File: config.mk
export PLATFORM = sky130hd
export DESIGN_NAME = serclk_gen
export DESIGN_NICKNAME = d
export VERILOG_FILES = /design/src/rtl/serclk_pkg.sv /design/src/rtl/serclk_prescale.sv /design/src/rtl/serclk_rate.sv /design/src/rtl/serclk_toggle.sv /design/src/rtl/serclk_gen.sv
export SDC_FILE = /design/constraint.sdc
export NUM_CORES = 1
export LEC_CHECK = 0
export ABC_CLOCK_PERIOD_IN_PS = 4700
export BUFFER_PORTS_ARGS = -buffer_cell sky130_fd_sc_hd__buf_2
export CAP_MARGIN = 10
export CORE_MARGIN = 2
export CORE_UTILIZATION = 60
export CTS_BUF_LIST = sky130_fd_sc_hd__clkbuf_16
export CTS_CLUSTER_SIZE = 30
export DETAILED_ROUTE_END_ITERATION = 6
export GPL_TIMING_DRIVEN = 1
export PLACE_DENSITY = 0.84
export SETUP_SLACK_MARGIN = 0.4
export SYNTH_ARGS = -nofsm -noshare
export SYNTH_HDL_FRONTEND = slang
export SYNTH_SLANG_ARGS = --single-unit
File: constraint.sdc
create_clock -name clk_i -period 4.7 [get_ports clk_i]
set_clock_uncertainty 0.05 [all_clocks]
set_input_delay 0.94 -clock clk_i [delete_from_list [all_inputs] [get_ports clk_i]]
set_output_delay 0.94 -clock clk_i [all_outputs]
set_load 0.05 [all_outputs]
File: src/rtl/serclk_pkg.sv
package serclk_pkg;

    // Registered state of the output toggle stage
    typedef struct packed {
        logic sclk;
        logic rise;
        logic fall;
    } edge_state_t;

    localparam edge_state_t EDGE_IDLE = '{sclk: 1'b0, rise: 1'b0, fall: 1'b0};

endpackage

File: src/rtl/serclk_prescale.sv
// First stage: even divisor. Counts E bus cycles per tick, where E is the
// prescale value with its low bit dropped (zero treated as one).
module serclk_prescale #(
    parameter int PW = 8
) (
    input  logic          clk_i,
    input  logic          rst_ni,
    input  logic          en_i,
    input  logic          reload_i,
    input  logic [PW-1:0] presc_i,
    output logic          tick_o
);
    localparam int CW = PW - 1;

    typedef struct packed {
        logic [CW-1:0] lim;
        logic [CW-1:0] cnt;
    } pre_state_t;

    pre_state_t st_d, st_q;
    logic [CW-1:0] eff_lim;

    always_comb begin
        eff_lim = presc_i[PW-1:1];
        if (eff_lim == '0) begin
            eff_lim = CW'(1);
        end
    end

    assign tick_o = en_i && (st_q.cnt == '0);

    always_comb begin
        st_d = st_q;
        if (!en_i || reload_i) begin
            st_d.lim = eff_lim;
            st_d.cnt = eff_lim - CW'(1);
        end else if (tick_o) begin
            st_d.cnt = st_q.lim - CW'(1);
        end else begin
            st_d.cnt = st_q.cnt - CW'(1);
        end
    end

    always_ff @(posedge clk_i or negedge rst_ni) begin
        if (!rst_ni) begin
            st_q <= '{lim: CW'(1), cnt: '0};
        end else begin
            st_q <= st_d;
        end
    end

    AST_PRE_CNT_BELOW_LIM: assert property (@(posedge clk_i) disable iff (!rst_ni)
        st_q.cnt < st_q.lim);
    AST_PRE_LIM_NONZERO: assert property (@(posedge clk_i) disable iff (!rst_ni)
        st_q.lim != '0);
    AST_PRE_LIM_HELD: assert property (@(posedge clk_i) disable iff (!rst_ni)
        (en_i && $past(en_i) && !$past(reload_i)) |-> $stable(st_q.lim));

endmodule

File: src/rtl/serclk_rate.sv
// Second stage: counts first-stage ticks, ends a half-period after rate+1 ticks.
module serclk_rate #(
    parameter int RW = 8
) (
    input  logic          clk_i,
    input  logic          rst_ni,
    input  logic          en_i,
    input  logic          tick_i,
    input  logic [RW-1:0] rate_i,
    output logic          term_o
);
    logic [RW-1:0] cnt_d, cnt_q;

    assign term_o = tick_i && (cnt_q == '0);

    always_comb begin
        cnt_d = cnt_q;
        if (!en_i || term_o) begin
            cnt_d = rate_i;
        end else if (tick_i) begin
            cnt_d = cnt_q - RW'(1);
        end
    end

    always_ff @(posedge clk_i or negedge rst_ni) begin
        if (!rst_ni) begin
            cnt_q <= '0;
        end else begin
            cnt_q <= cnt_d;
        end
    end

    AST_RATE_HOLD_NO_TICK: assert property (@(posedge clk_i) disable iff (!rst_ni)
        (en_i && $past(en_i) && !$past(tick_i)) |-> $stable(cnt_q));

endmodule

File: src/rtl/serclk_toggle.sv
// Output stage: flips the serial clock at each half-period end, with strobes.
module serclk_toggle
    import serclk_pkg::*;
(
    input  logic clk_i,
    input  logic rst_ni,
    input  logic en_i,
    input  logic term_i,
    output logic sclk_o,
    output logic rise_o,
    output logic fall_o
);
    edge_state_t st_d, st_q;

    always_comb begin
        st_d = st_q;
        st_d.rise = 1'b0;
        st_d.fall = 1'b0;
        if (!en_i) begin
            st_d = EDGE_IDLE;
        end else if (term_i) begin
            st_d.sclk = !st_q.sclk;
            st_d.rise = !st_q.sclk;
            st_d.fall = st_q.sclk;
        end
    end

    always_ff @(posedge clk_i or negedge rst_ni) begin
        if (!rst_ni) begin
            st_q <= EDGE_IDLE;
        end else begin
            st_q <= st_d;
        end
    end

    assign sclk_o = st_q.sclk;
    assign rise_o = st_q.rise;
    assign fall_o = st_q.fall;

    AST_RISE_ON_EDGE: assert property (@(posedge clk_i) disable iff (!rst_ni)
        rise_o |-> (sclk_o && !$past(sclk_o)));
    AST_FALL_ON_EDGE: assert property (@(posedge clk_i) disable iff (!rst_ni)
        fall_o |-> (!sclk_o && $past(sclk_o)));
    AST_STROBE_EXCL: assert property (@(posedge clk_i) disable iff (!rst_ni)
        !(rise_o && fall_o));
    AST_IDLE_LOW: assert property (@(posedge clk_i) disable iff (!rst_ni)
        !$past(en_i) |-> (!sclk_o && !rise_o && !fall_o));

endmodule

File: src/rtl/serclk_gen.sv
module serclk_gen #(
    parameter int PW = 8,
    parameter int RW = 8
) (
    input  logic          clk_i,
    input  logic          rst_ni,
    input  logic          en_i,
    input  logic [PW-1:0] presc_i,
    input  logic [RW-1:0] rate_i,
    output logic          sclk_o,
    output logic          rise_o,
    output logic          fall_o
);
    logic pre_tick;
    logic half_end;

    serclk_prescale #(.PW(PW)) u_prescale (
        .clk_i    (clk_i),
        .rst_ni   (rst_ni),
        .en_i     (en_i),
        .reload_i (half_end),
        .presc_i  (presc_i),
        .tick_o   (pre_tick)
    );

    serclk_rate #(.RW(RW)) u_rate (
        .clk_i  (clk_i),
        .rst_ni (rst_ni),
        .en_i   (en_i),
        .tick_i (pre_tick),
        .rate_i (rate_i),
        .term_o (half_end)
    );

    serclk_toggle u_toggle (
        .clk_i  (clk_i),
        .rst_ni (rst_ni),
        .en_i   (en_i),
        .term_i (half_end),
        .sclk_o (sclk_o),
        .rise_o (rise_o),
        .fall_o (fall_o)
    );

    AST_TOGGLE_NEEDS_TICK: assert property (@(posedge clk_i) disable iff (!rst_ni)
        (en_i && $past(en_i) && (sclk_o != $past(sclk_o))) |-> $past(pre_tick));

endmodule

==> results of run 1 <==
worst reg2reg max path, cell delays in order, from the launching register on:
cell and delay, ns:
dfrtp_1 0.45, nor4_1 0.58, and2_1 0.31, a21bo_1 0.14, buf_4 0.25, nand2_1 0.11
nand2_1 0.09, ha_1 0.25, o2111ai_1 0.16, xnor2_1 0.19, mux2i_1 0.10
synthesized netlist by cell type (2+ instances only):
library cell  instances  area share (%)
a21oi_1               9             3.2
a31oi_1               4             1.8
o21ai_0               9             3.2
nor4_1                2            0.88
inv_1                 4             1.1
dfrtp_1              24              42
xnor2_1               3             1.9
o21a_1                3             1.6
mux2i_1               2             1.4
and2_1                2            0.88
buf_6                 2             1.6
nor2_1               22             5.8
a211o_1               2             1.2
ha_1                  3             2.6
nor2b_1               2            0.88
o22a_1                4             2.5
nor3_1                6             2.1
nor3b_1               2             1.1
a21o_1                2             1.1
nand2_1              24             6.3
nand2b_1              2            0.88
buf_4                 2             1.1
xor2_1                3             1.9
layer usage:
layer  GRT usage (%)  part of all wire, %  vias to the layer above
met5               0                    0                        -
met4            7.26                  1.2                        0
met3            4.57                  6.1                        2
met2            43.3                   50                       46
met1            33.6                   42                      568
li1                -                    -                      585
final cells by class:
| cell class | instances | area share [%] |
|---|---|---|
| clock inverter | 1 | 0.469 |
| sequential | 25 | 39.2 |
| clock buffer | 3 | 4.69 |
| tap | 28 | 2.19 |
| inverter | 4 | 0.939 |
| multi-input combinational | 122 | 45.8 |
| timing repair buffer | 21 | 6.73 |
per-stage QoR:
| step | area, sq um | cells | total power [mW] | setup slack (ns) |
|---|---|---|---|---|
| floorplan | 1420 | 157 | 0.351 | 1.76 |
| global placement | 1520 | 200 | 0.377 | 1.36 |
| detailed placement | 1520 | 200 | 0.384 | 1.29 |
| CTS | 1600 | 204 | 0.582 | 1.57 |
| global route | 1600 | 204 | 0.610 | 1.33 |
| finish | 1600 | 204 | 0.577 | 1.53 |
power by group:
group | internal [mW] | switching [mW] | total (mW) | leakage [nW]
Combinational | 0.0500 | 0.0609 | 0.111 | 0.409
Sequential | 0.245 | 0.0270 | 0.272 | 0.300
Clock | 0.116 | 0.0784 | 0.194 | 0.0371
Total | 0.411 | 0.166 | 0.577 | 0.747
worst max-delay path by stage:
stage / endpoint / slack (ns) / depth (start not counted)
2_1_floorplan: u_prescale.st_q[6] / 1.76 / 10
3_3_place_gp: u_prescale.st_q[6] / 1.36 / 11
3_5_place_dp: u_prescale.st_q[6] / 1.29 / 11
4_1_cts: u_prescale.st_q[6] / 1.57 / 11
5_1_grt: u_prescale.st_q[6] / 1.33 / 11
6_report: u_prescale.st_q[6] / 1.53 / 11
kinds of logic after synthesis:
logic type,Yosys count,synth area share [%]
AND/OR/NAND/NOR,70,24.1
buffers and inverters,10,4.32
multiplexers,2,1.41
XOR/XNOR,6,3.70
AO/OA/AOI/OAI,41,19.7
flip-flops,25,44.1
adder cells (fa/ha/maj),3,2.64
state kept, by name (all words and copies together), names as in the netlist:
| register | cells |
|---|---|
| u_prescale.st_q | 14 |
| u_rate.cnt_q | 8 |
| u_toggle.fall_o | 1 |
| u_toggle.rise_o | 1 |
| u_toggle.sclk_o | 1 |
==> flow_metrics.tcl, run 1 <==
set metrics [dict create \
    cts_tree "done" \
    core-area_sq_um 2230 \
    wl_per_cell_microns 14.7 \
    cts_max_path_buffers 2 \
    grt_usage_pct 25.7 \
    drc 0 \
    port_buffers 20 \
    r2r_start "u_rate.cnt_q[3]" \
    crit_slowest_cell "or3b_4" \
    hold_depth 2 \
    syn_inst 157 \
    drive_above_1_share_pct 18.2 \
    antenna_cells 0 \
    leakagePower_nw 0.747 \
    max_slew_margin_pct 33.4 \
    max_stage_delay_ns 0.41 \
    startpoint_type "primary input" \
    place_congestion 0.812 \
    async_flop_share_pct 100 \
    synth-main-ff-cell "dfrtp_1" \
    dr.pass1.iters 4 \
    path_cells "buf_2 > or3b_4 > nor3b_4 > a21bo_1 > buf_4 > nand2_1 > nand2_1 > ha_1 > o2111ai_1 > xnor2_1 > mux2i_1" \
    worst_slew_pin_slew_ns 0.996 \
    hold_start "u_prescale.st_q[13]" \
    vdd_drop_max_v 0.000245 \
    ys_ff_latch 25 \
    max_clock_freq_ghz 0.316 \
    netlist_area_sq_um 1420 \
    r2r_end "u_prescale.st_q[6]" \
    cp_num_buf_inv 2 \
    worst-setup-path-type "in2reg" \
    grt_pass1_vias 1158 \
    hold_buffers 0 \
    fillerInstances 169 \
    drv_slew 0 \
    grt_pass1_wl_mm 5.24 \
    startpoint "en_i" \
    worst_r2r_path_depth 10 \
    htreeDepth 1 \
    ant_nets 0 \
    grt_max_degree 26 \
    grt_overflow 0 \
    holdPathEnd "u_prescale.st_q[13]" \
    dp_hpwl_mm 2.03 \
    ys_seq_area_share_pct 44.1 \
    postCtsSetupRepairBufs 0 \
    antenna_found_initial 0 \
    synth_edf_count 0 \
    start_util_pct 63.6 \
    cp.arrival_ns 3.22 \
    hp-class "reg2reg" \
    multi_input_area_sq_um 732 \
    rsz0062_at_grt "no" \
    ios 22 \
    p_per_area_nw_per_um2 361 \
    clock_sinks 25 \
    min_period_ns 3.17 \
    clock_latency_ns 0.26 \
    tns_ns 0 \
    cp-end-kind "flip-flop" \
    fp.dieW_microns 52.7 \
    synth_area_per_cell_sq_um 9.05 \
    final_cell_mix "nand2_1, dfrtp_1, nor2_1, buf_2" \
    crit_family "simple AND/OR/NAND/NOR gates" \
    r2r_slack_ns 1.86 \
    syn2layout_area_growth_pct 12.6 \
    worstPathRequired_ns 4.75 \
    die-area_sq_um 2770 \
    seqCellArea_sq_um 627 \
    worstPathMaxFanout 23 \
    critPathMostFrequentCell "nand2_1" \
    finalNetCount 199 \
    die_h_microns 52.7 \
    clockRootBuffer "clkbuf_16" \
    ys_warn_count 0 \
    timing.hold.ws_ns 0.436 \
    synth_cell_types 42 \
    finalHoldViolCount 0 \
    syn_nets 179 \
    vias_per_cell 5.89 \
    status "completed" \
    numCtsBuffers 3 \
    fin_crit_sh_pct 67.4 \
    setup_viol 0 \
    initialDrtViolationCount 37 \
    clk_pin_slew_ns 0.06 \
    routed_wl_mm 2.99 \
    finish.utilization_pct 71.6 \
    vias 1201 \
    ctsResizeCount 0 \
    row_count 17 \
    drv_cap 0 \
]
Note: power is estimated with default switching activity, not from simulation.
==> run 2: changes to the inputs <==
Settings changed: ABC_CLOCK_PERIOD_IN_PS 4700 to 2700, CORE_UTILIZATION 60 to 50, PLACE_DENSITY 0.84 to 0.74.
Clock period 4.7 ns to 2.7 ns, I/O delays scaled along.
==> run 2 against run 1 <==
Effect of this change: sequential share of layout area shrank 4.6 points; first-iteration DRC count grew 43%; final area is 13% higher; routed wire length is 5.9% higher; non-clock buffer count increased by 15; register-to-register slack worse by 1.5 ns; flip-flop and latch count did not move; largest cell class unchanged; largest power group unchanged; highest routed layer unchanged.
==> flow_metrics.tcl, run 2 (synthesis gave the netlist of run 1 again) <==
set metrics [dict create \
    reg.largest.list "u_prescale.st_q: 14 flops, u_rate.cnt_q: 8 flops" \
    setup_viol 0 \
    regMostFlops "u_prescale.st_q" \
    r2r_end "u_prescale.st_q[5]" \
    clk_pin_slew_ns 0.06 \
    drv_slew 0 \
    clockRootBuffer "clkbuf_16" \
    cp-end-kind "flip-flop" \
    drive_above_1_share_pct 30.9 \
    final_cell_mix "dfrtp_1, nor2_1, nand2_1, buf_2, buf_4" \
    cp.arrival_ns 2.40 \
    row_count 19 \
    port_buffers 20 \
    die-area_sq_um 3280 \
    p_int_mw 0.744 \
    dp_hpwl_mm 2.17 \
    wl_per_cell_microns 14.3 \
    layout_commonest_cell "dfrtp_1" \
    status "completed" \
    routed_wl_mm 3.17 \
    antenna_found_initial 0 \
    clock_sinks 25 \
    numCtsBuffers 3 \
    max_clock_freq_ghz 0.434 \
    worstPathMaxFanout 8 \
    p_seq_share_pct 45.6 \
    worst_slew_pin_slew_ns 0.560 \
    dr.pass1.iters 4 \
    fp.dieW_microns 57.3 \
    antenna_cells 0 \
    grt_usage_pct 20.4 \
    die_h_microns 57.3 \
    stdcell_count 222 \
    largest_reg_flops 14 \
    swShare_pct 28.7 \
    p_per_area_nw_per_um2 576 \
    clock_latency_ns 0.26 \
    rsz0062_at_grt "yes" \
    htreeDepth 1 \
    grt_pass1_vias 1233 \
    worstPathRequired_ns 2.80 \
    startpoint_type "flip-flop" \
    initialDrtViolationCount 53 \
    finalHoldViolCount 0 \
    vias_per_cell 5.78 \
    hp-class "in2async" \
    leakagePower_nw 0.842 \
    worst_r2r_path_depth 7 \
    vdd_drop_max_v 0.000493 \
    cts_tree "done" \
    tns_ns 0 \
    cts_max_path_buffers 2 \
    start_util_pct 51.9 \
    ant_nets 0 \
    grt_overflow 0 \
    grt_max_degree 26 \
    finalNetCount 214 \
    vias 1284 \
    hold_buffers 0 \
    syn2layout_area_growth_pct 27.6 \
    place_congestion 0.828 \
    p_clk_share_pct 30.9 \
    r2r_start "u_prescale.st_q[1]" \
    r2r_slack_ns 0.40 \
    max_slew_margin_pct 62.7 \
    min_period_ns 2.30 \
    p_sw_mw 0.300 \
    core-area_sq_um 2730 \
    comb_power_share_pct 23.5 \
    drv_cap 0 \
    grt_pass1_wl_mm 5.24 \
    worst-setup-path-type "reg2reg" \
    fin_crit_sh_pct 85.3 \
    drc 0 \
    dp.cells 210 \
    ios 22 \
]
==> run 2: changes by cell type in the layout (fill, tap and decap cells not counted), sizes merged <==
| cell | before | now |
|---|---|---|
| buf | 21 | 36 |
| inv | 4 | 5 |
| clkinvlp | 1 | 0 |
==> run 2: timing repair <==
action                                  4_1_cts  5_1_grt
setup buffers                                 2        6
endpoints found under the setup margin        2        2
resized for setup                             2       11
pin swaps                                     2        8
==> run 2: power by group through the flow <==
stage / clock (mW) / sequential [mW] / combinational, mW
after floorplan: 0 / 0.464 / 0.156
after global placement: 0 / 0.475 / 0.198
after detailed placement: 0 / 0.478 / 0.206
after CTS: 0.332 / 0.470 / 0.215
after global routing: 0.349 / 0.484 / 0.273
final: 0.323 / 0.477 / 0.245
==> run 2: worst max-delay path by stage <==
stage                             startpoint                 end  slack (ns)  cells after the start
after floorplan                         en_i  u_prescale.st_q[6]        0.23                     10
after global placement                  en_i  u_prescale.st_q[5]        0.25                      8
after detailed placement                en_i  u_prescale.st_q[6]        0.24                     10
after CTS                    u_rate.cnt_q[0]  u_prescale.st_q[6]        0.40                     11
after global routing      u_prescale.st_q[1]  u_prescale.st_q[5]        0.33                      7
final                     u_prescale.st_q[1]  u_prescale.st_q[5]        0.40                      7
==> run 2: area by class of cell <==
type	count	area [sq um]
multi-input cells	122	816
clock inverters	1	3.75
repair buffers	36	236
fillers	208	922
well taps	31	38.8
flip-flops and latches	25	627
clock buffers	3	75.1
inverters	4	15.0
==> run 2: per-stage QoR <==
stage               cell area (sq um)  total power, mW  utilization [%]  hold slack (ns)  setup slack (ns)
floorplan                        1450            0.620                -            0.194             0.227
global placement                 1600            0.674             58.5            0.406             0.248
detailed placement               1600            0.684             58.5            0.415             0.238
CTS                              1700             1.02             62.2            0.236             0.401
global route                     1810             1.11             66.3            0.259             0.335
finish                           1810             1.04             66.3            0.216             0.397
==> run 2: critical path, cell delays in order, from the launching register on <==
cell	delay (ns)
dfrtp_1	0.41
nor3_1	0.41
nor3b_4	0.31
a21bo_4	0.21
buf_4	0.17
mux2i_1	0.31
nand4b_1	0.17
xnor2_1	0.15
==> run 2: metal layers <==
metal | global-route usage (%) | wire (microns)
met1 | 25.1 | 1290
met3 | 3.85 | 169
met4 | 9.63 | 47
met2 | 34.5 | 1660
met5 | 0 | 0
